**src/rtl/fseq_pkg.sv**
```systemverilog
// Package: shared types and constants of the fetch sequencer.
// Assumes 10-bit instruction words; operand-bearing opcode ranges are
// listed as inclusive low/high pairs.
package fseq_pkg;

    typedef enum logic [2:0] {
        TK_NONE  = 3'd0,
        TK_SBR   = 3'd1,
        TK_SCALL = 3'd2,
        TK_LJMP  = 3'd3,
        TK_LCALL = 3'd4,
        TK_LBR   = 3'd5
    } tgt_kind_e;

    localparam int OPND_RANGES = 2;
    // index 0: 0x100..0x13F, index 1: 0x150..0x1AF
    localparam logic [OPND_RANGES-1:0][9:0] OPND_LO = {10'h150, 10'h100};
    localparam logic [OPND_RANGES-1:0][9:0] OPND_HI = {10'h1AF, 10'h13F};

endpackage

```
**src/rtl/fseq_len_dec.sv**
```systemverilog
// Module: length decoder. Flags a word whose value lies in one of the
// operand-bearing opcode ranges of fseq_pkg. Purely combinational.
// Assumes WORD_W is wide enough to hold the range bounds.
module fseq_len_dec
    import fseq_pkg::*;
#(
    parameter int WORD_W = 10
) (
    input  logic [WORD_W-1:0] word,
    output logic              two_word
);

    logic [OPND_RANGES-1:0] hit;

    // one comparator pair per opcode range
    for (genvar g = 0; g < OPND_RANGES; g++) begin : g_rng
        assign hit[g] = (word >= WORD_W'(OPND_LO[g])) &&
                        (word <= WORD_W'(OPND_HI[g]));
    end

    assign two_word = |hit;

endmodule

```
**src/rtl/fseq_pc.sv**
```systemverilog
// Module: program counter register. Loads on redirect, otherwise steps by
// one when advance is high; wraps naturally at 2**PC_W.
// Assumes load and advance are never both meant to step (load wins).
module fseq_pc #(
    parameter int PC_W = 14
) (
    input  logic            clk,
    input  logic            rst_n,
    input  logic            load,
    input  logic [PC_W-1:0] load_addr,
    input  logic            advance,
    output logic [PC_W-1:0] pc,
    output logic [PC_W-1:0] pc_inc
);

    assign pc_inc = pc + PC_W'(1);

    // counter update: reset, redirect load, or sequential step
    always_ff @(posedge clk) begin
        if (!rst_n) begin
            pc <= '0;
        end else if (load) begin
            pc <= load_addr;
        end else if (advance) begin
            pc <= pc_inc;
        end
    end

endmodule

```
**src/rtl/fseq_tgt.sv**
```systemverilog
// Module: control-transfer target decoder. From the registered instruction
// record it classifies the opcode and forms the target address.
// Assumes WORD_W = 10 opcode encoding and PC_W > WORD_W.
module fseq_tgt
    import fseq_pkg::*;
#(
    parameter int PC_W    = 14,
    parameter int WORD_W  = 10,
    parameter int SBR_W   = 8,
    parameter int SCALL_W = 6
) (
    input  logic              valid,
    input  logic [WORD_W-1:0] op,
    input  logic [WORD_W-1:0] arg,
    input  logic [PC_W-1:0]   next_pc,
    output tgt_kind_e         kind,
    output logic [PC_W-1:0]   addr
);

    localparam int HI_W = PC_W - WORD_W;

    logic [PC_W-1:0] sbr_addr;
    logic [PC_W-1:0] scall_addr;
    logic [PC_W-1:0] long_addr;

    assign sbr_addr   = {next_pc[PC_W-1:SBR_W], op[SBR_W-1:0]};
    assign scall_addr = PC_W'(op[SCALL_W-1:0]);
    assign long_addr  = {op[HI_W-1:0], arg};

    // classification and target selection
    always_comb begin
        kind = TK_NONE;
        addr = '0;
        if (valid) begin
            if (op >= WORD_W'(10'h300)) begin
                kind = TK_SBR;
                addr = sbr_addr;
            end else if (op >= WORD_W'(10'h1C0) && op <= WORD_W'(10'h1FF)) begin
                kind = TK_SCALL;
                addr = scall_addr;
            end else if (op >= WORD_W'(10'h150) && op <= WORD_W'(10'h15F)) begin
                kind = TK_LJMP;
                addr = long_addr;
            end else if (op >= WORD_W'(10'h160) && op <= WORD_W'(10'h16F)) begin
                kind = TK_LCALL;
                addr = long_addr;
            end else if (op >= WORD_W'(10'h170) && op <= WORD_W'(10'h17F)) begin
                kind = TK_LBR;
                addr = long_addr;
            end
        end
    end

endmodule

```
**src/rtl/fetch_seq.sv**
```systemverilog
// Module: two-word instruction fetch sequencer (top). Drives the program
// counter to memory, holds a first word that needs an operand, and emits a
// registered instruction record plus decoded target.
// Assumes rom_data returns the word at rom_addr within the same cycle.
module fetch_seq
    import fseq_pkg::*;
#(
    parameter int PC_W   = 14,
    parameter int WORD_W = 10,
    parameter int BUS_W  = 16
) (
    input  logic              clk,
    input  logic              rst_n,
    input  logic              stall,
    input  logic              redir_valid,
    input  logic [PC_W-1:0]   redir_addr,
    output logic [PC_W-1:0]   rom_addr,
    input  logic [BUS_W-1:0]  rom_data,
    output logic              instr_valid,
    output logic [WORD_W-1:0] instr_op,
    output logic [WORD_W-1:0] instr_arg,
    output logic [1:0]        instr_len,
    output logic [PC_W-1:0]   instr_next_pc,
    output logic [2:0]        tgt_kind,
    output logic [PC_W-1:0]   tgt_addr
);

    logic [WORD_W-1:0] word;
    logic              two_word;
    logic              advance;
    logic [PC_W-1:0]   pc;
    logic [PC_W-1:0]   pc_inc;
    logic              pending_q;
    logic [WORD_W-1:0] hold_q;
    tgt_kind_e         kind;

    assign word    = rom_data[WORD_W-1:0];
    assign advance = !redir_valid && !stall;

    fseq_len_dec #(.WORD_W(WORD_W)) u_len (
        .word     (word),
        .two_word (two_word)
    );

    fseq_pc #(.PC_W(PC_W)) u_pc (
        .clk       (clk),
        .rst_n     (rst_n),
        .load      (redir_valid),
        .load_addr (redir_addr),
        .advance   (advance),
        .pc        (pc),
        .pc_inc    (pc_inc)
    );

    // instruction assembly: hold opcode, capture operand, emit record
    always_ff @(posedge clk) begin
        if (!rst_n) begin
            pending_q     <= 1'b0;
            hold_q        <= '0;
            instr_valid   <= 1'b0;
            instr_op      <= '0;
            instr_arg     <= '0;
            instr_len     <= 2'd0;
            instr_next_pc <= '0;
        end else if (redir_valid) begin
            pending_q   <= 1'b0;
            instr_valid <= 1'b0;
        end else if (stall) begin
            instr_valid <= 1'b0;
        end else if (pending_q) begin
            pending_q     <= 1'b0;
            instr_valid   <= 1'b1;
            instr_op      <= hold_q;
            instr_arg     <= word;
            instr_len     <= 2'd2;
            instr_next_pc <= pc_inc;
        end else if (two_word) begin
            pending_q   <= 1'b1;
            hold_q      <= word;
            instr_valid <= 1'b0;
        end else begin
            instr_valid   <= 1'b1;
            instr_op      <= word;
            instr_arg     <= '0;
            instr_len     <= 2'd1;
            instr_next_pc <= pc_inc;
        end
    end

    fseq_tgt #(.PC_W(PC_W), .WORD_W(WORD_W)) u_tgt (
        .valid   (instr_valid),
        .op      (instr_op),
        .arg     (instr_arg),
        .next_pc (instr_next_pc),
        .kind    (kind),
        .addr    (tgt_addr)
    );

    assign rom_addr = pc;
    assign tgt_kind = kind;

    // an accepted fetch steps the counter by exactly one
    a_r2_pc_steps: assert property (@(posedge clk) disable iff (!rst_n)
        (!stall && !redir_valid) |=> (pc == $past(pc) + PC_W'(1)));

    // a two-word record is only emitted after a pending opcode
    a_r3_len2_after_pending: assert property (@(posedge clk) disable iff (!rst_n)
        (instr_valid && instr_len == 2'd2) |-> $past(pending_q));

    // short call targets stay in the low vector area
    a_r5_call_low: assert property (@(posedge clk) disable iff (!rst_n)
        (tgt_kind == 3'(TK_SCALL)) |-> (tgt_addr < PC_W'(64)));

    // no target kind without a valid record
    a_r7_idle_none: assert property (@(posedge clk) disable iff (!rst_n)
        !instr_valid |-> (tgt_kind == 3'(TK_NONE)));

    // redirect loads the counter and blanks the next record
    a_r8_redirect_loads: assert property (@(posedge clk) disable iff (!rst_n)
        redir_valid |=> ((pc == $past(redir_addr)) && !instr_valid && !pending_q));

    // stall freezes counter and pending state
    a_r9_stall_holds: assert property (@(posedge clk) disable iff (!rst_n)
        (stall && !redir_valid) |=> ($stable(pc) && $stable(pending_q) && !instr_valid));

endmodule

```
**config.mk**
```make
export PLATFORM = sky130hd
export DESIGN_NAME = fetch_seq
export DESIGN_NICKNAME = d
export VERILOG_FILES = /design/src/rtl/fseq_pkg.sv /design/src/rtl/fseq_len_dec.sv /design/src/rtl/fseq_pc.sv /design/src/rtl/fseq_tgt.sv /design/src/rtl/fetch_seq.sv
export SDC_FILE = /design/constraint.sdc
export NUM_CORES = 1
export LEC_CHECK = 0
export ABC_AREA = 1
export BUFFER_PORTS_ARGS = -buffer_cell sky130_fd_sc_hd__buf_2
export CORE_ASPECT_RATIO = 0.8
export CORE_MARGIN = 3
export CORE_UTILIZATION = 55
export CTS_BUF_LIST = sky130_fd_sc_hd__clkbuf_4 sky130_fd_sc_hd__clkbuf_8
export DETAILED_ROUTE_END_ITERATION = 8
export PLACE_DENSITY_LB_ADDON = 0.15
export SYNTH_ARGS = -nofsm -noshare
export SYNTH_HDL_FRONTEND = slang
export SYNTH_HIERARCHICAL = 1
export SYNTH_SLANG_ARGS = --single-unit
```
**constraint.sdc**
```tcl
create_clock -name clk -period 3.9 [get_ports clk]
set_input_delay 0.585 -clock clk [delete_from_list [all_inputs] [get_ports clk]]
set_output_delay 0.585 -clock clk [all_outputs]
set_load 0.005 [all_outputs]
```
==> metrics.cfg, run 1 <==
[timing]
fin_tns_setup_ns=0
finalMaxSlewViolations=0
max-slew-margin-rel=0.4909
min_period_ns=2.429
finalClockSkew_ns=0.007869
post-route-period-util=0.6227
hold_violations=0
tightest_slew_ns=0.7609
setup_viol=0
timing.fmax_mhz=411.8
rsz0062_at_grt=false

[floorplanning]
core_um2=6037
die_w_um=95.14
rows=25
io_pins=102
dieArea_um2=7355
start_util=0.5791
die_h_um=77.31

[global_routing]
grt_pass1_wl_um=15130
grt_usage=0.2601
grt_pass1_vias=3037
antenna_found_initial=0
grt_start_max_net_pins=41
gr-total-overflow=0

[finish]
diodes=0
most-common-layout-cells=131 x nand2_1, 95 x buf_2, 79 x nor2_1
drive_above_1_share=0.2549
layout_commonest_cell=nand2_1
fin_util=0.6870
final_cells=689
syn_to_final_growth_pct=18.65
fillCellCount=540
nets=638

[placed_design]
place_inst=673
gp_congestion=0.8980
io_buffers=95
hpwl_um=6727

[clocking]
cts_made_buffers=9
insertion_delay_ns=0.34
cts_resized=0
ctsHoldBuffers=0
postCtsSetupBuffers=0
htree_levels=3
clk_pin_slew_ns=0.06
clock-sinks=62
clockBufferDepth=2
cts-root-buf=clkbuf_8
cts_tree=yes

[status]
outcome=finished clean

[synthesis]
syn_nets=555
synth_area_um2=3496
synth_top_area_share=0.3550
synth_cell_types=38
synth_area_leaders=dfxtp_1 36%, nand2_1 14%, nor2_1 8.5%
synth_seq_area_share=0.3550
yosys_warnings=6
yosys.area.top_type=dfxtp_1
syn_area_per_cell_um2=6.723
syn_inst=520
ys_ff_latch=62

[critical_path]
worst-setup-path-type=flip-flop to output pin
end_kind=output pin
cp-start-kind=flip-flop
crit_fanout=13
crit_arrival_ns=1.84
cp.required_ns=3.31

[route]
drt-vias-per-instance=5.061
initialDrtViolationCount=205
drtAntennaViolNets=0
via_count=3487
first_pass_iters=5
drc_errors=0
wl_per_cell_um=13.38
wl_um=9221

[power_and_ir_drop]
finalPower_w=0.001491
switching_power_w=0.0004054
internal_power_w=0.001086
ir_drop_v=0.0002492
swShare=0.2719
seqPwrFrac=0.472
clkPwrFrac=0.394
p_comb_frac=0.134
leakage_nw=2.084
power_density_nw_per_um2=359.5

[worst_hold_path]
hold_class=flip-flop to flip-flop

[job]
maxCapViolCount=0

==> synthesized netlist by cell type, drive strengths merged <==
cell type and number:
a21boi 1, a21oi 38, a22oi 9, a31oi 3, and2 4, buf 19, clkbuf 6, clkinv 2
dfxtp 62, ha 1, inv 63, nand2 137, nand3 38, nand3b 14, nand4 2, nor2 85
nor3 1, nor4 2, o211ai 8, o21ai 16, o21bai 1, or2 1, xnor2 3, xor2 4
==> worst max-delay path, stage by stage (launching register included) <==
cell,delay (ns)
dfxtp_1,0.72
inv_1,0.17
nand2_1,0.20
nand3_1,0.12
nand2_1,0.09
nand2_1,0.05
inv_1,0.05
buf_2,0.10
==> per-layer routing <==
metal | track usage | wire (um) | up-vias
met4 | 0.05908 | 62 | 0
met3 | 0.05686 | 686 | 7
li1 | - | - | 1809
met1 | 0.4122 | 4630 | 1558
met5 | 0 | 0 | -
met2 | 0.3515 | 3842 | 113
==> layout make-up <==
class,count,area [um2],share of cell area
Sequential cell,62,1241,0.2992
Inverter,65,245.2,0.05913
Tap cell,81,101.3,0.02443
Clock buffer,13,166.4,0.04012
Timing Repair Buffer,97,490.5,0.1183
Clock inverter,3,42.54,0.01026
Multi-Input combinational cell,368,1861,0.4486
==> per-stage QoR <==
step | instance area [um2] | setup WS [ns] | hold slack [ns]
finish | 4148 | 1.471 | 0.4778
global route | 4148 | 1.294 | 0.5028
CTS | 4148 | 1.468 | 0.4733
detailed placement | 3939 | 1.346 | 0.4646
global placement | 3939 | 1.369 | 0.4489
floorplan | 3496 | 2.269 | 0.4539
==> state kept, by name (all words and copies together), names as in the netlist <==
register       count
instr_next_pc     14
instr_valid        1
instr_arg         10
instr_op          10
instr_len          2
u_pc/pc           14
hold_q            10
pending_q          1
==> cell families after synthesis <==
group / count (synthesis) / synth area share
flops: 62 / 0.3550
xor+xnor: 7 / 0.01969
compound gates: 76 / 0.1500
fa+ha+maj: 1 / 0.003579
buf+inv: 90 / 0.1127
simple gates: 284 / 0.3590
==> power by group through the flow <==
stage	clock network [W]	logic, W	registers [W]
after global placement	0	0.000194	0.000715
after global routing	0.000623	0.000229	0.000708
after floorplan	0	0.000136	0.000708
final	0.000588	0.000200	0.000704
after detailed placement	0	0.000198	0.000717
after CTS	0.000597	0.000199	0.000703
==> path summary, 6_finish.rpt <==
kind | startpoint | endpoint | slack, ns | cells after the start
max | instr_op[5] | tgt_addr[0] | 1.47 | 7
min | instr_len[0] | instr_len[0] | 0.48 | 2
max reg2reg | pending_q | instr_next_pc[8] | 1.79 | 7
min reg2reg | instr_len[0] | instr_len[0] | 0.48 | 2
Power figures use the tool's default switching activity.
==> run 2: changes to the inputs <==
- ABC_AREA: 1 -> 0
- CORE_UTILIZATION: 55 -> 48
- clock period: 3.9 -> 2.1 ns (I/O delays scaled with it)
==> run 2 against run 1 <==
Sequential share of layout area increased by 1.5 points. Critical path depth fell by 3. Via count shrank 8.8%. Non-clock buffer count up 19. Worst hold slack got worse by 0.28 ns. First-iteration DRC count up 12%. Global-route usage is 2.8 points lower. Routed wire length fell by 1.9%. Critical path type unchanged. Largest cell class unchanged.
==> metrics.cfg, run 2 <==
[route]
via_count=3179
drc_errors=0
drt-vias-per-instance=5.647
initialDrtViolationCount=229
met2_length_um=3873
wl_per_cell_um=16.06
met3_length_um=793
wl_met1_um=4275
routed.top_layer=met4
drtAntennaViolNets=0
wl_um=9044
first_pass_iters=4

[critical_path]
cp-start-kind=flip-flop
worst-setup-path-type=flip-flop to output pin
slowest_delay_ns=0.52
cp_top_family=simple AND/OR/NAND/NOR gates
crit_fanout=14
end_kind=output pin
crit_path_cell_trace=nor3b_4 > a32oi_1 > nor2_1 > buf_2
crit_arrival_ns=1.63
crit_slowest_cell=nor3b_4
path_buf_inv=1
cp.required_ns=1.78

[timing]
finalMaxSlewViolations=0
hold_violations=0
tightest_slew_ns=0.8833
post-route-period-util=0.9252
hold_ws_ns=0.1996
timing.fmax_mhz=514.7
min_period_ns=1.943
finalClockSkew_ns=0.01190
rsz0062_at_grt=false
max-slew-margin-rel=0.4090
layout_setup_ws_ns=0.1571
setup_viol=0
fin_tns_setup_ns=0

[placed_design]
place_ws_ns=0.2068
gp_congestion=0.8421
hpwl_um=6553
io_buffers=95

[finish]
fillCellCount=614
syn_to_final_growth_pct=22.22
nets=509
most-common-layout-cells=95 x buf_2, 62 x dfxtp_1, 54 x a21oi_1
layout_commonest_cell=buf_2
drive_above_1_share=0.3069
multi_input_area_um2=1733
seqCellArea_um2=1241
diodes=0
reg_top3=instr_next_pc x14, u_pc/pc x14

[clocking]
clk_pin_slew_ns=0.07
htree_levels=3
cts_tree=yes
cts-root-buf=clkbuf_8
ctsHoldBuffers=0
cts_resized=0
clock-sinks=62
postCtsSetupBuffers=0
insertion_delay_ns=0.33
cts_made_buffers=9
clockBufferDepth=2

[synthesis]
ys_ff_latch=62
synth_area_leaders=dfxtp_1 38%, a21oi_1 8.4%, o21ai_0 5.3%
yosysMostFrequentCell=dfxtp_1
synth_top_area_share=0.3840
synth_common_cells=62 x dfxtp_1, 54 x a21oi_1, 34 x o21ai_0, 33 x nand3_1, 30 x nand2_1
yosys_warnings=6
synth_seq_area_share=0.3840
synth_area_um2=3232
async_reset_ff_frac=0
syn_nets=417
ys.flop_type=dfxtp_1
yosys.area.top_type=dfxtp_1
syn_inst=382
synth_cell_types=47
synth_edf_count=0
syn_area_per_cell_um2=8.460

[floorplanning]
dieArea_um2=7760
die_w_um=97.74
core_um2=6441
start_util=0.5017
io_pins=102
rows=26
die_h_um=79.39

[global_routing]
antenna_found_initial=0
grt_start_max_net_pins=37
gr-total-overflow=0
grt_pass1_vias=2817
grt_usage=0.2324
grt_pass1_wl_um=14530

[status]
outcome=finished clean

[power_and_ir_drop]
power_density_nw_per_um2=664.8
ir_drop_v=0.0004066
finalPower_w=0.002626
leakage_nw=1.613

[worst_hold_path]
hold_class=input pin to flip-flop

[job]
maxCapViolCount=0

[run 2: cells by family (layout without fill, tap and decap cells)]
family	after synthesis	after routing	synth area share
compound gates	126	126	0.2354
xor+xnor	24	24	0.06504
fa+ha+maj	1	1	0.003871
buf+inv	41	138	0.07975
flops	62	62	0.3840
mux	11	11	0.03407
simple gates	117	117	0.1978
[run 2: final cells by class]
type / count / share of cell area
Tap cell: 84 / 0.02661
Clock inverter: 3 / 0.004435
Timing Repair Buffer: 116 / 0.1634
Multi-Input combinational cell: 279 / 0.4387
Inverter: 6 / 0.008869
Clock buffer: 13 / 0.04371
Sequential cell: 62 / 0.3142
[run 2: path summary, 6_finish.rpt]
kind | endpoint | cells past startpoint | start | slack (ns)
worst max-delay path | tgt_addr[13] | 4 | instr_op[7] | 0.16
worst min-delay path | u_pc/pc[1] | 2 | redir_addr[1] | 0.20
worst max register to register | instr_next_pc[12] | 6 | u_pc/pc[1] | 0.36
worst min register to register | hold_q[1] | 2 | hold_q[1] | 0.45
[run 2: where the power goes]
group	internal, W	total (W)	switching [W]
Sequential	0.00122	0.00127	0.0000501
Combinational	0.000153	0.000368	0.000216
Clock	0.000535	0.000983	0.000449
[run 2: layer usage]
layer | vias up | track usage
met5 | - | 0
met4 | 0 | 0.06224
met3 | 8 | 0.06114
met2 | 111 | 0.3352
met1 | 1494 | 0.3412
li1 | 1566 | -
[run 2: worst register-to-register path, delay by kind of cell, from the launching register on]
kind	cells	cell delay, ns
AO/OA/AOI/OAI	1	0.11
XOR/XNOR	1	0.18
AND/OR/NAND/NOR	3	0.62
flip-flops	1	0.45
adder cells (fa/ha/maj)	1	0.31
[run 2: per-stage QoR]
stage / area (um2) / utilization / std cells
finish: 3950 / 0.6132 / 563
global route: 3950 / 0.6132 / 563
CTS: 3950 / 0.6132 / 563
detailed placement: 3760 / 0.5837 / 547
global placement: 3760 / 0.5837 / 547
floorplan: 3232 / - / 382
